===== src/rtl/grp1_gate_pkg.sv =====
package grp1_gate_pkg;

    localparam int REG_BITS = 64;
    localparam int ENC_BITS = 16;
    localparam int EC_BITS  = 6;
    localparam int N_COPIES = 3;

    // {op0, op1, CRn, CRm, op2}
    localparam logic [ENC_BITS-1:0] SYSREG_ENC = {2'b11, 3'b000, 4'b1100, 4'b1100, 3'b111};
    localparam logic [EC_BITS-1:0]  EC_SYSREG  = 6'h18;

    typedef enum logic [1:0] {
        COPY_SOLO = 2'd0,
        COPY_SEC  = 2'd1,
        COPY_NSEC = 2'd2
    } copy_e;

    typedef enum logic [3:0] {
        OUT_NONE  = 4'b0000,
        OUT_UNDEF = 4'b0001,
        OUT_TRAP  = 4'b0010,
        OUT_VIRT  = 4'b0100,
        OUT_BANK  = 4'b1000
    } outcome_e;

    typedef struct packed {
        logic gic;
        logic aa64;
        logic el3;
        logic el2en;
        logic fgt;
        logic dprio;
        logic dundef;
        logic irq_route;
        logic fgt_en;
        logic ns;
        logic sre1;
        logic sre2;
        logic sre3;
        logic fgt_rd;
        logic fgt_wr;
        logic tall1;
        logic imo;
    } ctl_t;

    typedef struct packed {
        logic       valid;
        logic       write;
        logic [1:0] el;
        logic       wbit;
    } req_t;

    typedef struct packed {
        outcome_e   kind;
        logic [1:0] trap_el;
        copy_e      copy;
    } verdict_t;

    function automatic verdict_t make_verdict(outcome_e k, logic [1:0] tel, copy_e c);
        verdict_t v;
        v.kind    = k;
        v.trap_el = tel;
        v.copy    = c;
        return v;
    endfunction

    function automatic copy_e pick_copy(ctl_t c);
        if (!c.el3)
            return COPY_SOLO;
        return c.ns ? COPY_NSEC : COPY_SEC;
    endfunction

    // EL3 routing exit: undefined under debug-undefined, else trap to EL3
    function automatic verdict_t route_exit(ctl_t c);
        if (c.dundef)
            return make_verdict(OUT_UNDEF, 2'd0, COPY_SOLO);
        return make_verdict(OUT_TRAP, 2'd3, COPY_SOLO);
    endfunction

endpackage


===== src/rtl/gate_req_stage.sv =====
module gate_req_stage
    import grp1_gate_pkg::*;
#(
    parameter int DATA_W = REG_BITS,
    parameter int ENC_W  = ENC_BITS
) (
    input  logic              clk,
    input  logic              rst,
    input  logic              in_valid,
    input  logic              in_write,
    input  logic [1:0]        in_el,
    input  logic [ENC_W-1:0]  in_enc,
    input  logic [DATA_W-1:0] in_wdata,
    input  ctl_t              in_ctl,
    output req_t              q_req,
    output ctl_t              q_ctl
);

    localparam logic [ENC_W-1:0] MATCH = ENC_W'(SYSREG_ENC);

    logic unused_wdata_hi;
    assign unused_wdata_hi = ^in_wdata[DATA_W-1:1];

    always_ff @(posedge clk) begin
        if (rst) begin
            q_req <= '0;
            q_ctl <= '0;
        end else begin
            q_req.valid <= in_valid && (in_enc == MATCH);
            q_req.write <= in_write;
            q_req.el    <= in_el;
            q_req.wbit  <= in_wdata[0];
            q_ctl       <= in_ctl;
        end
    end

endmodule


===== src/rtl/gate_perm_chain.sv =====
module gate_perm_chain
    import grp1_gate_pkg::*;
(
    input  logic       is_write,
    input  logic [1:0] el,
    input  ctl_t       c,
    output verdict_t   verdict
);

    verdict_t v_el1, v_el2, v_el3;
    copy_e    tgt;
    logic     feat_ok;
    logic     dbg_block;
    logic     fgt_hit;

    assign tgt       = pick_copy(c);
    assign feat_ok   = c.gic && c.aa64;
    assign dbg_block = c.el3 && c.dprio && c.irq_route;
    assign fgt_hit   = c.el2en && c.fgt && (!c.el3 || c.fgt_en)
                       && (is_write ? c.fgt_wr : c.fgt_rd);

    // Each level's chain is evaluated in parallel, then selected by level.
    always_comb begin
        if (dbg_block)
            v_el1 = make_verdict(OUT_UNDEF, 2'd0, COPY_SOLO);
        else if (!c.sre1)
            v_el1 = make_verdict(OUT_TRAP, 2'd1, COPY_SOLO);
        else if (fgt_hit)
            v_el1 = make_verdict(OUT_TRAP, 2'd2, COPY_SOLO);
        else if (c.el2en && c.tall1)
            v_el1 = make_verdict(OUT_TRAP, 2'd2, COPY_SOLO);
        else if (c.el2en && c.imo)
            v_el1 = make_verdict(OUT_VIRT, 2'd0, COPY_SOLO);
        else if (c.el3 && c.irq_route)
            v_el1 = route_exit(c);
        else
            v_el1 = make_verdict(OUT_BANK, 2'd0, tgt);
    end

    always_comb begin
        if (dbg_block)
            v_el2 = make_verdict(OUT_UNDEF, 2'd0, COPY_SOLO);
        else if (!c.sre2)
            v_el2 = make_verdict(OUT_TRAP, 2'd2, COPY_SOLO);
        else if (c.el3 && c.irq_route)
            v_el2 = route_exit(c);
        else
            v_el2 = make_verdict(OUT_BANK, 2'd0, tgt);
    end

    always_comb begin
        if (!c.el3)
            v_el3 = make_verdict(OUT_UNDEF, 2'd0, COPY_SOLO);
        else if (!c.sre3)
            v_el3 = make_verdict(OUT_TRAP, 2'd3, COPY_SOLO);
        else
            v_el3 = make_verdict(OUT_BANK, 2'd0, tgt);
    end

    always_comb begin
        if (!feat_ok) begin
            verdict = make_verdict(OUT_UNDEF, 2'd0, COPY_SOLO);
        end else begin
            unique case (el)
                2'd1:    verdict = v_el1;
                2'd2:    verdict = v_el2;
                2'd3:    verdict = v_el3;
                default: verdict = make_verdict(OUT_UNDEF, 2'd0, COPY_SOLO);
            endcase
        end
    end

endmodule


===== src/rtl/gate_enable_banks.sv =====
module gate_enable_banks
    import grp1_gate_pkg::*;
#(
    parameter int NCOPY = N_COPIES
) (
    input  logic             clk,
    input  logic             rst,
    input  logic             acc_we,
    input  copy_e            acc_copy,
    input  logic             acc_bit,
    input  logic             alias_we,
    input  logic [NCOPY-2:0] alias_wdata,
    output logic [NCOPY-1:0] bits
);

    for (genvar i = 0; i < NCOPY; i++) begin : g_copy
        localparam logic [1:0] MY_ID   = 2'(i);
        localparam bit         ALIASED = (i != 0);
        localparam int         AIX     = (i == 0) ? 0 : i - 1;

        logic q;

        always_ff @(posedge clk) begin
            if (rst)
                q <= 1'b0;
            else if (acc_we && (acc_copy == copy_e'(MY_ID)))
                q <= acc_bit;
            else if (ALIASED && alias_we)
                q <= alias_wdata[AIX];
        end

        assign bits[i] = q;
    end

endmodule


===== src/rtl/grp1_enable_gate.sv =====
module grp1_enable_gate
    import grp1_gate_pkg::*;
#(
    parameter int DATA_W = REG_BITS,
    parameter int ENC_W  = ENC_BITS,
    parameter int EC_W   = EC_BITS
) (
    input  logic              clk,
    input  logic              rst,
    input  logic              req_valid,
    input  logic              req_write,
    input  logic [1:0]        req_el,
    input  logic [ENC_W-1:0]  req_sysreg,
    input  logic [DATA_W-1:0] req_wdata,
    input  logic              cfg_gic_present,
    input  logic              cfg_aa64_present,
    input  logic              cfg_el3_present,
    input  logic              cfg_el2_enabled,
    input  logic              cfg_fgt_present,
    input  logic              ctl_dbg_undef_prio,
    input  logic              ctl_dbg_undef,
    input  logic              ctl_el3_irq_route,
    input  logic              ctl_el3_fgt_en,
    input  logic              ctl_el3_ns,
    input  logic              ctl_el1_sre,
    input  logic              ctl_el2_sre,
    input  logic              ctl_el3_sre,
    input  logic              ctl_fgt_rd_trap,
    input  logic              ctl_fgt_wr_trap,
    input  logic              ctl_trap_all_g1,
    input  logic              ctl_hyp_irq_override,
    input  logic              alias_we,
    input  logic [1:0]        alias_wdata,
    output logic [1:0]        alias_rdata,
    output logic              res_valid,
    output logic              res_write,
    output logic [3:0]        res_kind,
    output logic [1:0]        res_trap_el,
    output logic [EC_W-1:0]   res_ec,
    output logic [1:0]        res_bank,
    output logic [DATA_W-1:0] res_rdata
);

    localparam int NCOPY = N_COPIES;

    ctl_t             ctl_in;
    ctl_t             ctl_q;
    req_t             req_q;
    verdict_t         verdict;
    logic [NCOPY-1:0] copies;
    logic             is_bank;
    logic             bank_we;

    always_comb begin
        ctl_in.gic       = cfg_gic_present;
        ctl_in.aa64      = cfg_aa64_present;
        ctl_in.el3       = cfg_el3_present;
        ctl_in.el2en     = cfg_el2_enabled;
        ctl_in.fgt       = cfg_fgt_present;
        ctl_in.dprio     = ctl_dbg_undef_prio;
        ctl_in.dundef    = ctl_dbg_undef;
        ctl_in.irq_route = ctl_el3_irq_route;
        ctl_in.fgt_en    = ctl_el3_fgt_en;
        ctl_in.ns        = ctl_el3_ns;
        ctl_in.sre1      = ctl_el1_sre;
        ctl_in.sre2      = ctl_el2_sre;
        ctl_in.sre3      = ctl_el3_sre;
        ctl_in.fgt_rd    = ctl_fgt_rd_trap;
        ctl_in.fgt_wr    = ctl_fgt_wr_trap;
        ctl_in.tall1     = ctl_trap_all_g1;
        ctl_in.imo       = ctl_hyp_irq_override;
    end

    gate_req_stage #(
        .DATA_W (DATA_W),
        .ENC_W  (ENC_W)
    ) u_stage (
        .clk      (clk),
        .rst      (rst),
        .in_valid (req_valid),
        .in_write (req_write),
        .in_el    (req_el),
        .in_enc   (req_sysreg),
        .in_wdata (req_wdata),
        .in_ctl   (ctl_in),
        .q_req    (req_q),
        .q_ctl    (ctl_q)
    );

    gate_perm_chain u_chain (
        .is_write (req_q.write),
        .el       (req_q.el),
        .c        (ctl_q),
        .verdict  (verdict)
    );

    assign is_bank = req_q.valid && (verdict.kind == OUT_BANK);
    assign bank_we = is_bank && req_q.write;

    gate_enable_banks #(
        .NCOPY (NCOPY)
    ) u_banks (
        .clk         (clk),
        .rst         (rst),
        .acc_we      (bank_we),
        .acc_copy    (verdict.copy),
        .acc_bit     (req_q.wbit),
        .alias_we    (alias_we),
        .alias_wdata (alias_wdata),
        .bits        (copies)
    );

    assign alias_rdata = copies[2:1];
    assign res_valid   = req_q.valid;
    assign res_write   = req_q.valid && req_q.write;
    assign res_kind    = req_q.valid ? verdict.kind : OUT_NONE;
    assign res_trap_el = (req_q.valid && verdict.kind == OUT_TRAP) ? verdict.trap_el : 2'd0;
    assign res_ec      = (req_q.valid && verdict.kind == OUT_TRAP) ? EC_W'(EC_SYSREG) : '0;
    assign res_bank    = is_bank ? verdict.copy : 2'd0;
    assign res_rdata   = (is_bank && !req_q.write)
                         ? {{(DATA_W-1){1'b0}}, copies[verdict.copy]} : '0;

endmodule


===== config.mk =====
export PLATFORM = sky130hd
export DESIGN_NAME = grp1_enable_gate
export DESIGN_NICKNAME = d
export VERILOG_FILES = /design/src/rtl/grp1_gate_pkg.sv /design/src/rtl/gate_req_stage.sv /design/src/rtl/gate_perm_chain.sv /design/src/rtl/gate_enable_banks.sv /design/src/rtl/grp1_enable_gate.sv
export SDC_FILE = /design/constraint.sdc
export NUM_CORES = 1
export LEC_CHECK = 0
export BUFFER_PORTS_ARGS = -buffer_cell sky130_fd_sc_hd__buf_2
export CAP_MARGIN = 20
export CORE_MARGIN = 2
export CORE_UTILIZATION = 32
export CTS_CLUSTER_DIAMETER = 100
export DETAILED_ROUTE_END_ITERATION = 8
export PLACE_DENSITY = 0.89
export SYNTH_ARGS = -nofsm -noshare
export SYNTH_HDL_FRONTEND = slang
export SYNTH_HIERARCHICAL = 1
export SYNTH_SLANG_ARGS = --single-unit

===== constraint.sdc =====
create_clock -name clk -period 2.15 [get_ports clk]
set_input_delay 0.1075 -clock clk [delete_from_list [all_inputs] [get_ports clk]]
set_output_delay 0.1075 -clock clk [all_outputs]
set_load 0.02 [all_outputs]

* Yosys cells after proc, flatten, opt, wreduce, memory -nomap -nowiden
Cells that the tools add are included.
** Word-level totals
- Output and inout port bits :: 82
- Register bits after elaboration :: 25
- Input port bits :: 106
** Operators by class
- Equality and inequality tests :: 8
- Mux-type cells :: 39
- Reduce and logical (&&, ||, !) cells :: 24
- Order comparisons :: 1
** Operators with widths (number)
- $mux 8 :: 15
- $pmux 8 s3 :: 1
- $logic_and 1x1->1 :: 18
- $eq 16x16->1 const B :: 1
- $mux 1 :: 16
- $mux 2 :: 4
- $eq 2x2->1 const B :: 3
- $mux 5 :: 1
- $eq 2x1->1 const B :: 2
- $eq 4x2->1 const B :: 1
- $eq 4x4->1 const B :: 1
- $mux 4 :: 1
- $reduce_bool 2->1 :: 2
- $lt 2x3->1 const B :: 1
- $bmux 1 s2 :: 1
- $logic_not 1->1 :: 2
- $logic_not 2->1 :: 1
- $logic_or 1x1->1 :: 1

* Longest topological paths before layout
Gate-level depths: netlist of the first run.
- Depth after elaboration :: 21
- Depth in mapped cells :: 10

* Hierarchy
Netlist of the first run, hierarchy kept.
** By module, submodules not included
- grp1_enable_gate :: cells an instance 85, area an instance 663.1 um2, instances 1, seq. area each 0.0 um2
- gate_req_stage :: cells an instance 52, area an instance 640.6 um2, instances 1, seq. area each 440.4 um2
- gate_perm_chain :: cells an instance 54, area an instance 351.6 um2, instances 1, seq. area each 0.0 um2
- gate_enable_banks :: cells an instance 18, area an instance 187.7 um2, instances 1, seq. area each 60.1 um2

* Least setup slack after synthesis of the first run
Ideal clock, no wire load.
- Path type :: reg2reg
- Start :: reg u_stage/q_req[1] (netlist name)
- End :: reg u_banks.g_copy[2].q
- Setup slack :: -0.243 ns
- Stages on the path, launching flop included :: 9
- Setup time :: 0.086 ns
- Path buffers :: 1
- Arrival :: 2.307 ns
- Path through :: dfxtp_1 > buf_2 > nor2b_1 > nand3_1 > nor4b_1 > nor4b_4 > and2_2 > and4bb_1 > a211oi_1
** RTL lines
- to (signal assigned) :: line gate_enable_banks.sv:27 : q <= acc_bit;
- to (signal assigned) :: line gate_enable_banks.sv:29 : q <= alias_wdata[AIX];
- to (decl) :: line gate_enable_banks.sv:21 : logic q;

==> results.txt, run 1 <==
----------------------------------------------------
[Run status]
  Status ... complete, but fails checks
  Violated checks ... setup timing

[Detailed routing]
  ANT nets after route ... 0
  Wire length per cell ... 10.6 um
  DR iter-0 viols ... 37
  Number of remaining DRC errors ... 0
  First-pass iteration count of the detailed router ... 4
  Vias per std cell ... 4.14
  Vias post-DR ... 1471
  Final WL ... 3.75 mm

[Layout]
  Final standard cell count with taps included and fillers excluded ... 355
  Post-layout net count ... 390
  Footprint of the flip-flops and latches ... 507 um2
  Filler cells ... 553
  Antenna diodes ... 0
  Post-layout instance area ... 0.00227 mm2
  Area Overhead vs Synth ... 23.2%
  Layout cells sized above 1 ... 41.0%
  Footprint of the multi-input gates ... 0.00114 mm2

[Synth]
  Cell types occupying the most area after synthesis ... sky130_fd_sc_hd__buf_4 29%, sky130_fd_sc_hd__dfxtp_1 27%, sky130_fd_sc_hd__nor2b_1 7.8%, sky130_fd_sc_hd__mux2i_1 3.3%, sky130_fd_sc_hd__nor4b_4 2.6%
  Area share of and/or/nand/nor cells after synthesis ... 31.0%
  Number of warnings reported in the yosys synthesis log ... 6
  Combinational family with the most area after synthesis ... simple AND/OR/NAND/NOR gates
  Cell area after synthesis ... 0.00184 mm2
  Top cell type's share of synthesized area ... 28.9%
  Average footprint of a synthesized cell ... 8.82 um2
  Number of register bits inferred by synthesis ... 25
  Distinct cell type count after synthesis ... 42
  Post-synthesis xor/xnor area fraction ... 0%
  Synthesized-area fraction occupied by ao, oa, aoi and oai cells ... 7.60%
  Post-Synth Adder-Cell Area ... 0%
  Post-synthesis instance total ... 209
  Library cell occupying the most area in the post-synthesis netlist ... sky130_fd_sc_hd__buf_4
  Post-synthesis sequential area ratio ... 27.2%
  Mux share of post-synthesis cell area ... 3.26%

[GRT]
  Largest net degree at the start of global routing ... 27
  Met1 global-route usage ... 12.1%
  Gr ovfl total ... 0
  GRT met3 Usage ... 1.36%
  Overall global routing resource usage ... 11.1%
  Layer carrying the most global-route usage ... met2
  Number of antenna violations at the first check in global routing ... 0
  Wire length of the first global-routing pass ... 5.65 mm
  Met2 usage ... 20.6%
  Number of global-route vias before repair ... 1309

[Clock network]
  Worst skew pair latency ... 0.27 ns
  Hold-fix buffer count after cts ... 0
  Buffers from clock root to sink, at most ... 2
  Root buf cell ... sky130_fd_sc_hd__clkbuf_8
  CTS tree ... done
  # H-tree levels ... 1
  Total clock sinks ... 25
  Clock-pin slew on the worst setup and hold paths ... 0.08 ns
  Number of CTS-inserted buffers ... 3

[Critical path]
  Setup slack, reg-to-reg ... -0.16 ns
  Crit path cell chain ... buf_6 > buf_4 > nand3_1 > mux2i_1 > a21oi_1 > o211ai_1 > buf_4 > nor4b_4 > and3b_1 > buf_6
  Arrival @ worst endpoint ... 2.25 ns
  Worst-path maximum fanout ... 6
  Slowest-stage cell, CP ... sky130_fd_sc_hd__dfxtp_2
  Reg2reg end ... u_banks/g_copy[0].q$_SDFFE_PP0P_
  Startpoint type of the worst setup path ... flip-flop
  Endpoint type of the worst setup path ... primary output
  Required time at the endpoint of the critical path ... 2.04 ns
  Depth of the most critical reg-to-reg path ... 11
  Largest stage delay, worst path ... 0.33 ns
  Classification of the worst setup path ... reg2out
  Reg-to-reg critical path startpoint ... u_stage/q_ctl[14]$_SDFF_PP0_

[Die]
  Top Ports ... 188
  FP Rows ... 27
  Floorplan die width ... 79.9 um
  Die height ... 79.9 um
  Placeable core region ... 0.00554 mm2
  Area enclosed by the die boundary ... 0.00638 mm2
  Starting density of the core ... 33.3%

[STA]
  Fin. max-slew vios ... 0
  Unrepaired setup endpoints after global routing ... true
  Worst clock skew ... 0.00473 ns
  Shortest period the worst path allows ... 2.35 ns
  Final count of hold timing violations ... 0
  Final WS setup ... -0.204 ns
  Share of the cycle needed by the critical path after routing ... 109%
  Achievable frequency ... 425 MHz
  Final number of setup-violating endpoints ... 10

[Placement]
  IO buf count ... 57
  DP Wirelength ... 3.02 mm
  Final Wtd Congestion ... 0.902
  Post-Place Cells ... 340
  Standard cell area after detailed placement ... 0.00203 mm2

[Worst hold path]
  Startpoint of the lowest-slack hold path ... ctl_el3_fgt_en
  Hold path endpoint ... u_stage/q_ctl[8]$_SDFF_PP0_
  Hold Path Depth ... 2
  Worst min path class ... in2reg

[Power]
  Static leakage ... 1.06 nW
  Maximum resistive drop on vdd ... 0.000379 V
  Cell Pwr Density ... 441 mW/mm2

[Run]
  Maximum capacitance violations ... 0

----------------------------------------------------
==> synth_stat cells (all sizes together) <==
| cell | number |
|---|---|
| conb | 1 |
| nand2b | 2 |
| nor4 | 1 |
| nor2 | 3 |
| inv | 3 |
| nand2 | 5 |
| clkbuf | 2 |
| a211oi | 2 |
| buf | 73 |
| or3 | 5 |
| mux2i | 6 |
| and4bb | 2 |
| and3b | 2 |
| a221oi | 1 |
| a2111oi | 1 |
| and2 | 10 |
| nand3b | 4 |
| nand3 | 8 |
| nor3b | 3 |
| nand4bb | 1 |
| dfxtp | 25 |
| o211a | 1 |
| o211ai | 2 |
| nand4 | 2 |
| o21ai | 7 |
| o31ai | 2 |
| nor2b | 24 |
| nand4b | 1 |
| o22ai | 1 |
| a21oi | 2 |
| nor4b | 4 |
| and3 | 1 |
| nor3 | 1 |
| a41oi | 1 |
==> layout by cell type, fill, tap and decap left out, types with 3 or more instances in the layout <==
cell                       count
sky130_fd_sc_hd__mux2i_1       5
sky130_fd_sc_hd__buf_2        50
sky130_fd_sc_hd__inv_1         3
sky130_fd_sc_hd__and2_4        5
sky130_fd_sc_hd__and2_1        3
sky130_fd_sc_hd__dfxtp_2       5
sky130_fd_sc_hd__nand3b_1      4
sky130_fd_sc_hd__nor2_1        3
sky130_fd_sc_hd__nor2b_1      22
sky130_fd_sc_hd__nand3_1       8
sky130_fd_sc_hd__conb_1       67
sky130_fd_sc_hd__nor4b_4       3
sky130_fd_sc_hd__dfxtp_1      20
sky130_fd_sc_hd__nand2_1       5
sky130_fd_sc_hd__or3_1         4
sky130_fd_sc_hd__clkbuf_8      3
sky130_fd_sc_hd__o21ai_0       4
sky130_fd_sc_hd__buf_4        27
==> power breakdown <==
part | total, mW | internal [mW] | switching, mW
combinational | 0.225 | 0.0703 | 0.154
sequential | 0.508 | 0.487 | 0.0212
clock | 0.267 | 0.129 | 0.138
==> worst max path at each step <==
stage	start	end	slack [ns]
2_1_floorplan	u_stage/q_ctl[14]$_SDFF_PP0_	u_banks/g_copy[0].q$_SDFFE_PP0P_	-0.05
3_3_place_gp	u_stage/q_ctl[14]$_SDFF_PP0_	res_trap_el[0]	0.0003
3_5_place_dp	u_stage/q_req[3]$_SDFF_PP0_	u_banks/g_copy[0].q$_SDFFE_PP0P_	-0.07
4_1_cts	u_stage/q_req[2]$_SDFF_PP0_	res_rdata[0]	-0.22
5_1_grt	u_stage/q_ctl[14]$_SDFF_PP0_	res_bank[0]	-0.33
6_report	u_stage/q_ctl[14]$_SDFF_PP0_	res_rdata[0]	-0.20
==> registers in the layout (all words and copies together), names as in the netlist <==
signal and flops:
u_stage/q_ctl 17, u_stage/q_req 5, u_banks/g_copy.q 3
==> layer usage <==
metal / share of wire (%) / vias to the layer above
met5: 0 / -
met4: 2.5 / 0
met1: 40 / 661
li1: - / 716
met2: 51 / 86
met3: 6.7 / 8
==> critical path, delay by kind of cell (launching register included) <==
kind,cells,cell delay (ns)
buffers and inverters,4,0.54
AO/OA/AOI/OAI,2,0.33
flip-flops,1,0.33
AND/OR/NAND/NOR,3,0.66
multiplexers,1,0.11
==> cell type report <==
type / instances / share of cell area [%]
repair buffers: 79 / 20.9
clock inverters: 1 / 0.221
multi-input cells: 172 / 50.2
well taps: 72 / 3.97
inverters: 3 / 0.496
flip-flops and latches: 25 / 22.3
clock buffers: 3 / 1.82
==> logic make-up (layout without fill, tap and decap cells) <==
| kind of cell | after synthesis | in the layout |
|---|---|---|
| compound gates | 20 | 20 |
| simple gates | 79 | 79 |
| mux | 6 | 6 |
| other cells | 1 | 67 |
| buf+inv | 78 | 86 |
| flops | 25 | 25 |
==> metrics by stage <==
| step | hold slack [ns] | utilization, % | power, mW | setup TNS, ns | worst slack, ns |
|---|---|---|---|---|---|
| after detailed placement | 0.319 | 36.6 | 0.722 | -0.129 | -0.0734 |
| after global routing | 0.0407 | 41.0 | 1.06 | -2.90 | -0.330 |
| after global placement | 0.314 | 36.6 | 0.716 | 0 | 0.000276 |
| final | 0.0420 | 41.0 | 1.00 | -1.55 | -0.204 |
| after floorplan | 0.179 | - | 0.762 | -0.122 | -0.0475 |
| after CTS | 0.0364 | 39.3 | 0.998 | -1.48 | -0.224 |
==> what timing repair did <==
action	in CTS	in global routing
gates resized for setup	17	11
setup endpoints to repair	12	11
pin swaps	9	5
setup buffers	6	5
Note: power is estimated with default switching activity, not from simulation.
==> run 2, diff against run 1 <==
--- a/config.mk
+++ b/config.mk
@@ -5,13 +5,15 @@
 export SDC_FILE = /design/constraint.sdc
 export NUM_CORES = 1
 export LEC_CHECK = 0
+export ABC_AREA = 1
 export BUFFER_PORTS_ARGS = -buffer_cell sky130_fd_sc_hd__buf_2
 export CAP_MARGIN = 20
 export CORE_MARGIN = 2
-export CORE_UTILIZATION = 32
+export CORE_UTILIZATION = 25
 export CTS_CLUSTER_DIAMETER = 100
 export DETAILED_ROUTE_END_ITERATION = 8
-export PLACE_DENSITY = 0.89
+export PLACE_DENSITY = 0.74
+export SETUP_SLACK_MARGIN = 0.3
 export SYNTH_ARGS = -nofsm -noshare
 export SYNTH_HDL_FRONTEND = slang
 export SYNTH_HIERARCHICAL = 1
==> results.txt, run 2 <==
----------------------------------------------------
[Run status]
  Status ... complete, no violations

[Synth]
  Average footprint of a synthesized cell ... 6.47 um2 (-27%)
  Synth cell count leaders ... 71 x sky130_fd_sc_hd__buf_4, 57 x sky130_fd_sc_hd__inv_1, 43 x sky130_fd_sc_hd__nand2_1, 43 x sky130_fd_sc_hd__nor2_1, 25 x sky130_fd_sc_hd__dfxtp_1
  Number of warnings reported in the yosys synthesis log ... 6 (unchanged)
  Cell types occupying the most area after synthesis ... sky130_fd_sc_hd__buf_4 28%, sky130_fd_sc_hd__dfxtp_1 27%, sky130_fd_sc_hd__inv_1 11%, sky130_fd_sc_hd__nand2_1 8.6%, sky130_fd_sc_hd__nor2_1 8.6%
  Library cell occupying the most area in the post-synthesis netlist ... sky130_fd_sc_hd__buf_4
  Post-synth top flop ... sky130_fd_sc_hd__dfxtp_1
  Post-synthesis instance total ... 290 (+39%)
  Top cell type's share of synthesized area ... 28.4% (-0.52 points)
  Number of enable flip-flop cells after synthesis ... 0 (unchanged)
  Cell area after synthesis ... 0.00188 mm2 (+1.8%)
  FFs w/ async S/R, synth ... 0% (unchanged)
  Number of register bits inferred by synthesis ... 25 (unchanged)
  Cell with the most instances after synthesis ... sky130_fd_sc_hd__buf_4
  Post-synthesis sequential area ratio ... 26.7% (-0.49 points)
  Distinct cell type count after synthesis ... 24 (-43%)

[GRT]
  Overall global routing resource usage ... 7.81% (-3.3 points)
  Number of antenna violations at the first check in global routing ... 0 (unchanged)
  Gr ovfl total ... 0 (unchanged)
  Number of global-route vias before repair ... 1334 (+1.9%)
  Wire length of the first global-routing pass ... 5.38 mm (-4.8%)
  Largest net degree at the start of global routing ... 25 (-7.4%)

[Clock network]
  CTS tree ... done
  Buffers from clock root to sink, at most ... 2 (unchanged)
  Number of CTS-inserted buffers ... 3 (unchanged)
  Worst skew pair latency ... 0.26 ns (about the same)
  Hold-fix buffer count after cts ... 0 (unchanged)
  Total clock sinks ... 25 (unchanged)
  # H-tree levels ... 1 (unchanged)
  Root buf cell ... sky130_fd_sc_hd__clkbuf_8
  Clock-pin slew on the worst setup and hold paths ... 0.08 ns (about the same)

[STA]
  Unrepaired setup endpoints after global routing ... true
  Share of the cycle needed by the critical path after routing ... 92.5% (-17 points)
  Worst clock skew ... 0.00468 ns (-0.0000496 ns)
  Setup Total Neg Slack ... 0 ns (+1.55 ns)
  Achievable frequency ... 503 MHz (+18%)
  Final count of hold timing violations ... 0 (unchanged)
  Final number of setup-violating endpoints ... 0 (-10)
  Fin. max-slew vios ... 0 (unchanged)
  Min Hold Slack ... 0.0420 ns (-0.0000116 ns)
  Shortest period the worst path allows ... 1.99 ns (-0.366 ns)

[Layout]
  Largest register FFs ... 17 (unchanged)
  Filler cells ... 791 (+43%)
  Layout cells sized above 1 ... 33.1% (-7.8 points)
  Area Overhead vs Synth ... 21.7%
  Post-layout instance area ... 0.00228 mm2 (+0.66%)
  Layout Utilization ... 31.5% (-9.5 points)
  Commonest non-fill, non-tap cell in the layout ... sky130_fd_sc_hd__conb_1
  Register ranked first by flip-flop count ... u_stage/q_ctl
  Antenna diodes ... 0 (unchanged)
  Registers with the highest flip-flop counts ... u_stage/q_ctl: 17 flops, u_stage/q_req: 5 flops, u_banks/g_copy.q: 3 flops
  Post-layout net count ... 457 (+17%)
  Leading cell types in the layout, fill and taps excluded ... 67 x sky130_fd_sc_hd__conb_1, 52 x sky130_fd_sc_hd__inv_1, 48 x sky130_fd_sc_hd__buf_2, 38 x sky130_fd_sc_hd__nand2_1, 37 x sky130_fd_sc_hd__nor2_1

[Critical path]
  Endpoint type of the worst setup path ... primary output
  Slowest-stage cell, CP ... sky130_fd_sc_hd__dfxtp_4
  CP bufs+invs ... 4 (unchanged)
  Setup slack, reg-to-reg ... 0.23 ns (+0.39 ns)
  Crit path cell chain ... inv_2 > nor2_4 > buf_4 > nand2_1 > o21bai_4 > a21oi_4 > nand2_1 > inv_2 > nand3b_2 > nor2_1 > buf_4
  Required time at the endpoint of the critical path ... 2.04 ns (about the same)
  Reg-to-reg critical path startpoint ... u_stage/q_req[1]$_SDFF_PP0_
  Largest stage delay, worst path ... 0.38 ns (+0.05 ns)
  Arrival @ worst endpoint ... 1.88 ns (-0.37 ns)
  Depth of the most critical reg-to-reg path ... 15 (+4)
  Startpoint type of the worst setup path ... flip-flop
  Worst-path maximum fanout ... 4 (-2)
  Cell type group with the largest total delay on the critical path ... simple AND/OR/NAND/NOR gates
  Reg2reg end ... u_banks/g_copy[2].q$_SDFFE_PP0P_
  Classification of the worst setup path ... reg2out
  Critical path startpoint ... u_stage/q_req[1]$_SDFF_PP0_

[Placement]
  DP Wirelength ... 3.02 mm (+0.20%)
  Final Wtd Congestion ... 0.861 (-4.6%)
  Standard cell area after detailed placement ... 0.00201 mm2 (-1.0%)
  IO buf count ... 57 (unchanged)

[Detailed routing]
  Vias per std cell ... 3.51 (-15%)
  Wire length on met3 ... 244 um (-2.4%)
  ANT nets after route ... 0 (unchanged)
  First-pass iteration count of the detailed router ... 4 (unchanged)
  Wire length per cell ... 7.92 um (-25%)
  Uppermost routed layer ... met4
  DR iter-0 viols ... 17 (-54%)
  Vias post-DR ... 1575 (+7.1%)
  Number of remaining DRC errors ... 0 (unchanged)
  Detail Route met2 WL ... 1.88 mm (-2.2%)
  Wire length on met1 ... 1.39 mm (-6.6%)
  Final WL ... 3.56 mm (-5.1%)

[Run]
  Maximum capacitance violations ... 0 (unchanged)

[Die]
  Placeable core region ... 0.00725 mm2 (+31%)
  Area enclosed by the die boundary ... 0.00822 mm2 (+29%)
  Starting density of the core ... 25.9% (-7.4 points)
  Top Ports ... 188 (unchanged)
  Floorplan die width ... 90.6 um (+13%)
  FP Rows ... 31 (+15%)
  Die height ... 90.6 um (+13%)

[Power]
  Maximum resistive drop on vdd ... 0.000247 V (-35%)
  Static leakage ... 1.32 nW (+25%)
  Cell Pwr Density ... 436 mW/mm2 (-1.0%)

[Worst hold path]
  Startpoint of the lowest-slack hold path ... cfg_el3_present
  Hold path endpoint ... u_stage/q_ctl[14]$_SDFF_PP0_
  Hold Path Depth ... 3 (+1)
  Worst min path class ... in2reg

----------------------------------------------------
[run 2: repair_timing]
| action | CTS | global route |
|---|---|---|
| pin swaps | 8 | 15 |
| setup buffers | 3 | 1 |
| gates resized for setup | 31 | 32 |
| endpoints found under the hold margin | 0 | 0 |
| setup endpoints to repair | 12 | 14 |
[run 2: logic make-up (layout without fill, tap and decap cells)]
kind of cell,after synthesis,in the layout,share of synthesized area [%]
AOI/OAI and AO/OA,10,10,3.13
buffers and inverters,134,128,41.1
DFF,25,25,26.7
other,1,67,0.200
and+or+nand+nor,120,120,28.9
[run 2: report_power, final]
part           internal, mW  switching (mW)  total, mW
clock                 0.129           0.133      0.262
combinational        0.0606           0.171      0.232
sequential            0.485          0.0179      0.503
total                 0.674           0.322      0.996
[run 2: worst min-delay path, delay by kind of cell]
family / cells / cell delay (ns)
buffers and inverters: 2 / 0.13
AND/OR/NAND/NOR: 1 / 0.03
[run 2: per-stage QoR]
step / std cells / setup WS (ns) / power, mW
3_5_place_dp: 441 / 0.147 / 0.727
6_report: 449 / 0.162 / 0.996
5_1_grt: 449 / 0.0104 / 1.05
4_1_cts: 448 / 0.154 / 0.994
3_3_place_gp: 441 / 0.208 / 0.723
2_1_floorplan: 356 / 0.404 / 0.771
[run 2: worst max path at each step]
stage / end / slack (ns) / depth (start not counted)
after global placement: u_banks/g_copy[2].q$_SDFFE_PP0P_ / 0.21 / 11
after CTS: res_rdata[0] / 0.15 / 13
after detailed placement: u_banks/g_copy[1].q$_SDFFE_PP0P_ / 0.15 / 11
after global routing: res_bank[0] / 0.01 / 13
after floorplan: res_ec[4] / 0.40 / 11
final: res_trap_el[1] / 0.16 / 11
[run 2: layout make-up]
type	instances	area [um2]	area share, %
Multi-Input combinational cell	197	991	43.4
Sequential cell	25	517	22.6
Inverter	61	231	10.1
Timing Repair Buffer	63	375	16.4
Tap cell	99	124	5.42
Clock buffer	3	41.3	1.81
Clock inverter	1	5.00	0.219
[run 2: per-layer routing]
layer  vias to the layer above  track usage, %
met5                         -               0
met4                         0            3.33
met3                         6            1.25
met2                        70            14.3
met1                       667            8.89
li1                        832               -
==> run 3, diff against run 2 <==
--- a/config.mk
+++ b/config.mk
@@ -8,11 +8,11 @@
 export ABC_AREA = 1
 export BUFFER_PORTS_ARGS = -buffer_cell sky130_fd_sc_hd__buf_2
 export CAP_MARGIN = 20
-export CORE_MARGIN = 2
 export CORE_UTILIZATION = 25
 export CTS_CLUSTER_DIAMETER = 100
 export DETAILED_ROUTE_END_ITERATION = 8
 export PLACE_DENSITY = 0.74
+export REMOVE_ABC_BUFFERS = 1
 export SETUP_SLACK_MARGIN = 0.3
 export SYNTH_ARGS = -nofsm -noshare
 export SYNTH_HDL_FRONTEND = slang
==> results.txt, run 3 (synthesis results as in run 2) <==
----------------------------------------------------
[Run status]
  Status ... complete, no violations

[Die]
  Floorplan die width ... 88.6 um (-2.2%)
  Placeable core region ... 0.00725 mm2 (unchanged)
  FP Rows ... 31 (unchanged)
  Starting density of the core ... 25.9% (unchanged)
  Area enclosed by the die boundary ... 0.00786 mm2 (-4.4%)
  Die height ... 88.6 um (-2.2%)
  Top Ports ... 188 (unchanged)

[Critical path]
  Worst-path maximum fanout ... 5 (+1)
  Endpoint type of the worst setup path ... primary output
  Classification of the worst setup path ... reg2out
  Required time at the endpoint of the critical path ... 2.04 ns (about the same)
  Arrival @ worst endpoint ... 1.93 ns (+0.05 ns)
  Startpoint type of the worst setup path ... flip-flop

[STA]
  Achievable frequency ... 490 MHz (-2.5%)
  Final count of hold timing violations ... 0 (unchanged)
  Shortest period the worst path allows ... 2.04 ns (+0.0518 ns)
  Setup Total Neg Slack ... 0 ns (unchanged)
  Share of the cycle needed by the critical path after routing ... 94.9% (+2.4 points)
  Worst clock skew ... 0.00409 ns (-0.000597 ns)
  Final number of setup-violating endpoints ... 0 (unchanged)
  Fin. max-slew vios ... 0 (unchanged)
  Unrepaired setup endpoints after global routing ... true

[Worst hold path]
  Worst min path class ... in2reg

[Clock network]
  Clock-pin slew on the worst setup and hold paths ... 0.08 ns (about the same)
  CTS tree ... done
  Buffers from clock root to sink, at most ... 2 (unchanged)
  Number of CTS-inserted buffers ... 3 (unchanged)
  Total clock sinks ... 25 (unchanged)
  Worst skew pair latency ... 0.26 ns (about the same)
  Hold-fix buffer count after cts ... 0 (unchanged)
  Root buf cell ... sky130_fd_sc_hd__clkbuf_8
  # H-tree levels ... 1 (unchanged)

[Run]
  Maximum capacitance violations ... 0 (unchanged)

[Layout]
  Registers with the highest flip-flop counts ... u_stage/q_ctl: 17 flops, u_stage/q_req: 5 flops, u_banks/g_copy.q: 3 flops
  Post-layout net count ... 465 (+1.8%)
  Antenna diodes ... 0 (unchanged)
  Leading cell types in the layout, fill and taps excluded ... 67 x sky130_fd_sc_hd__conb_1, 51 x sky130_fd_sc_hd__inv_1, 47 x sky130_fd_sc_hd__buf_2, 37 x sky130_fd_sc_hd__nand2_1, 35 x sky130_fd_sc_hd__nor2_1
  Area Overhead vs Synth ... 25.0%
  Largest register FFs ... 17 (unchanged)
  Filler cells ... 790 (-0.13%)
  Commonest non-fill, non-tap cell in the layout ... sky130_fd_sc_hd__conb_1
  Register ranked first by flip-flop count ... u_stage/q_ctl
  Layout cells sized above 1 ... 34.9% (+1.8 points)

[Power]
  Maximum resistive drop on vdd ... 0.000262 V (+6.1%)
  Cell Pwr Density ... 431 mW/mm2 (-1.2%)
  Static leakage ... 1.39 nW (+5.0%)
  Overall power ... 1.01 mW (+1.4%)

[Detailed routing]
  Vias per std cell ... 3.63 (+3.4%)
  Number of remaining DRC errors ... 0 (unchanged)
  Wire length per cell ... 8.20 um (+3.5%)
  Final WL ... 3.75 mm (+5.4%)
  First-pass iteration count of the detailed router ... 4 (unchanged)
  Vias post-DR ... 1657 (+5.2%)
  DR iter-0 viols ... 52 (+35)
  ANT nets after route ... 0 (unchanged)

[GRT]
  Number of antenna violations at the first check in global routing ... 0 (unchanged)
  Number of global-route vias before repair ... 1417 (+6.2%)
  Wire length of the first global-routing pass ... 5.73 mm (+6.5%)
  Overall global routing resource usage ... 9.51% (+1.7 points)
  Largest net degree at the start of global routing ... 25 (unchanged)
  Gr ovfl total ... 0 (unchanged)

[Placement]
  Final Wtd Congestion ... 0.790 (-8.2%)
  IO buf count ... 57 (unchanged)
  DP Wirelength ... 2.99 mm (-0.96%)

----------------------------------------------------
run 3: cell types whose count changed in the layout (fill, tap and decap cells not counted), sizes merged:
cell    delta
buf        +9
clkinv     -1
run 3: power by group:
part / internal [mW] / leakage [nW] / switching [mW] / total (mW)
logic: 0.0642 / 1.16 / 0.174 / 0.238
clock network: 0.132 / 0.0228 / 0.137 / 0.269
registers: 0.485 / 0.210 / 0.0181 / 0.503
total: 0.681 / 1.39 / 0.330 / 1.01
run 3: worst max-delay path, stage by stage, from the launching register on:
cell	delay [ns]
sky130_fd_sc_hd__dfxtp_4	0.40
sky130_fd_sc_hd__nand2_4	0.07
sky130_fd_sc_hd__inv_2	0.07
sky130_fd_sc_hd__nand2_2	0.09
sky130_fd_sc_hd__a31oi_1	0.37
sky130_fd_sc_hd__a21oi_4	0.13
sky130_fd_sc_hd__nand2_1	0.10
sky130_fd_sc_hd__inv_2	0.05
sky130_fd_sc_hd__buf_4	0.12
sky130_fd_sc_hd__buf_4	0.12
sky130_fd_sc_hd__buf_4	0.15
run 3: per-stage QoR:
stage               hold slack (ns)  instance area, um2  utilization (%)  instances  setup slack (ns)
global route                 0.0313                2350             32.3        457            0.0319
finish                       0.0348                2350             32.3        457             0.110
CTS                          0.0298                2230             30.8        454             0.176
detailed placement            0.315                2010             27.7        441             0.153
floorplan                     0.177                1580                -        283             0.434
global placement              0.309                2010             27.7        441             0.211
run 3: per-layer routing:
layer	global-route usage, %	vias to the layer above	routed length [um]
met3	0.280	11	139
met1	10.3	714	1520
met5	0	-	0
met2	18.5	87	1980
li1	-	845	-
met4	5.28	0	105
run 3: final timing paths:
| path | start | end | slack [ns] | depth (start not counted) |
|---|---|---|---|---|
| max reg2reg | u_stage/q_ctl[14]$_SDFF_PP0_ | u_banks/g_copy[2].q$_SDFFE_PP0P_ | 0.25 | 12 |
| max | u_stage/q_ctl[14]$_SDFF_PP0_ | res_kind[1] | 0.11 | 10 |
| min reg2reg | u_banks/g_copy[0].q$_SDFFE_PP0P_ | u_banks/g_copy[0].q$_SDFFE_PP0P_ | 0.47 | 2 |
| min | req_write | u_stage/q_req[3]$_SDFF_PP0_ | 0.03 | 3 |
run 3: final cells by class:
| class | instances | area [um2] | area share [%] |
|---|---|---|---|
| inverters | 61 | 231 | 9.87 |
| repair buffers | 71 | 442 | 18.8 |
| well taps | 99 | 124 | 5.28 |
| flip-flops and latches | 25 | 515 | 22.0 |
| clock buffers | 4 | 45.0 | 1.92 |
| multi-input cells | 197 | 988 | 42.1 |
run 3: timing repair:
action / in CTS / in global routing
endpoints found under the setup margin: 12 / 13
cloned: 0 / 0
buffers inserted: 9 / 3
resized for setup: 40 / 26
pin swaps: 14 / 15
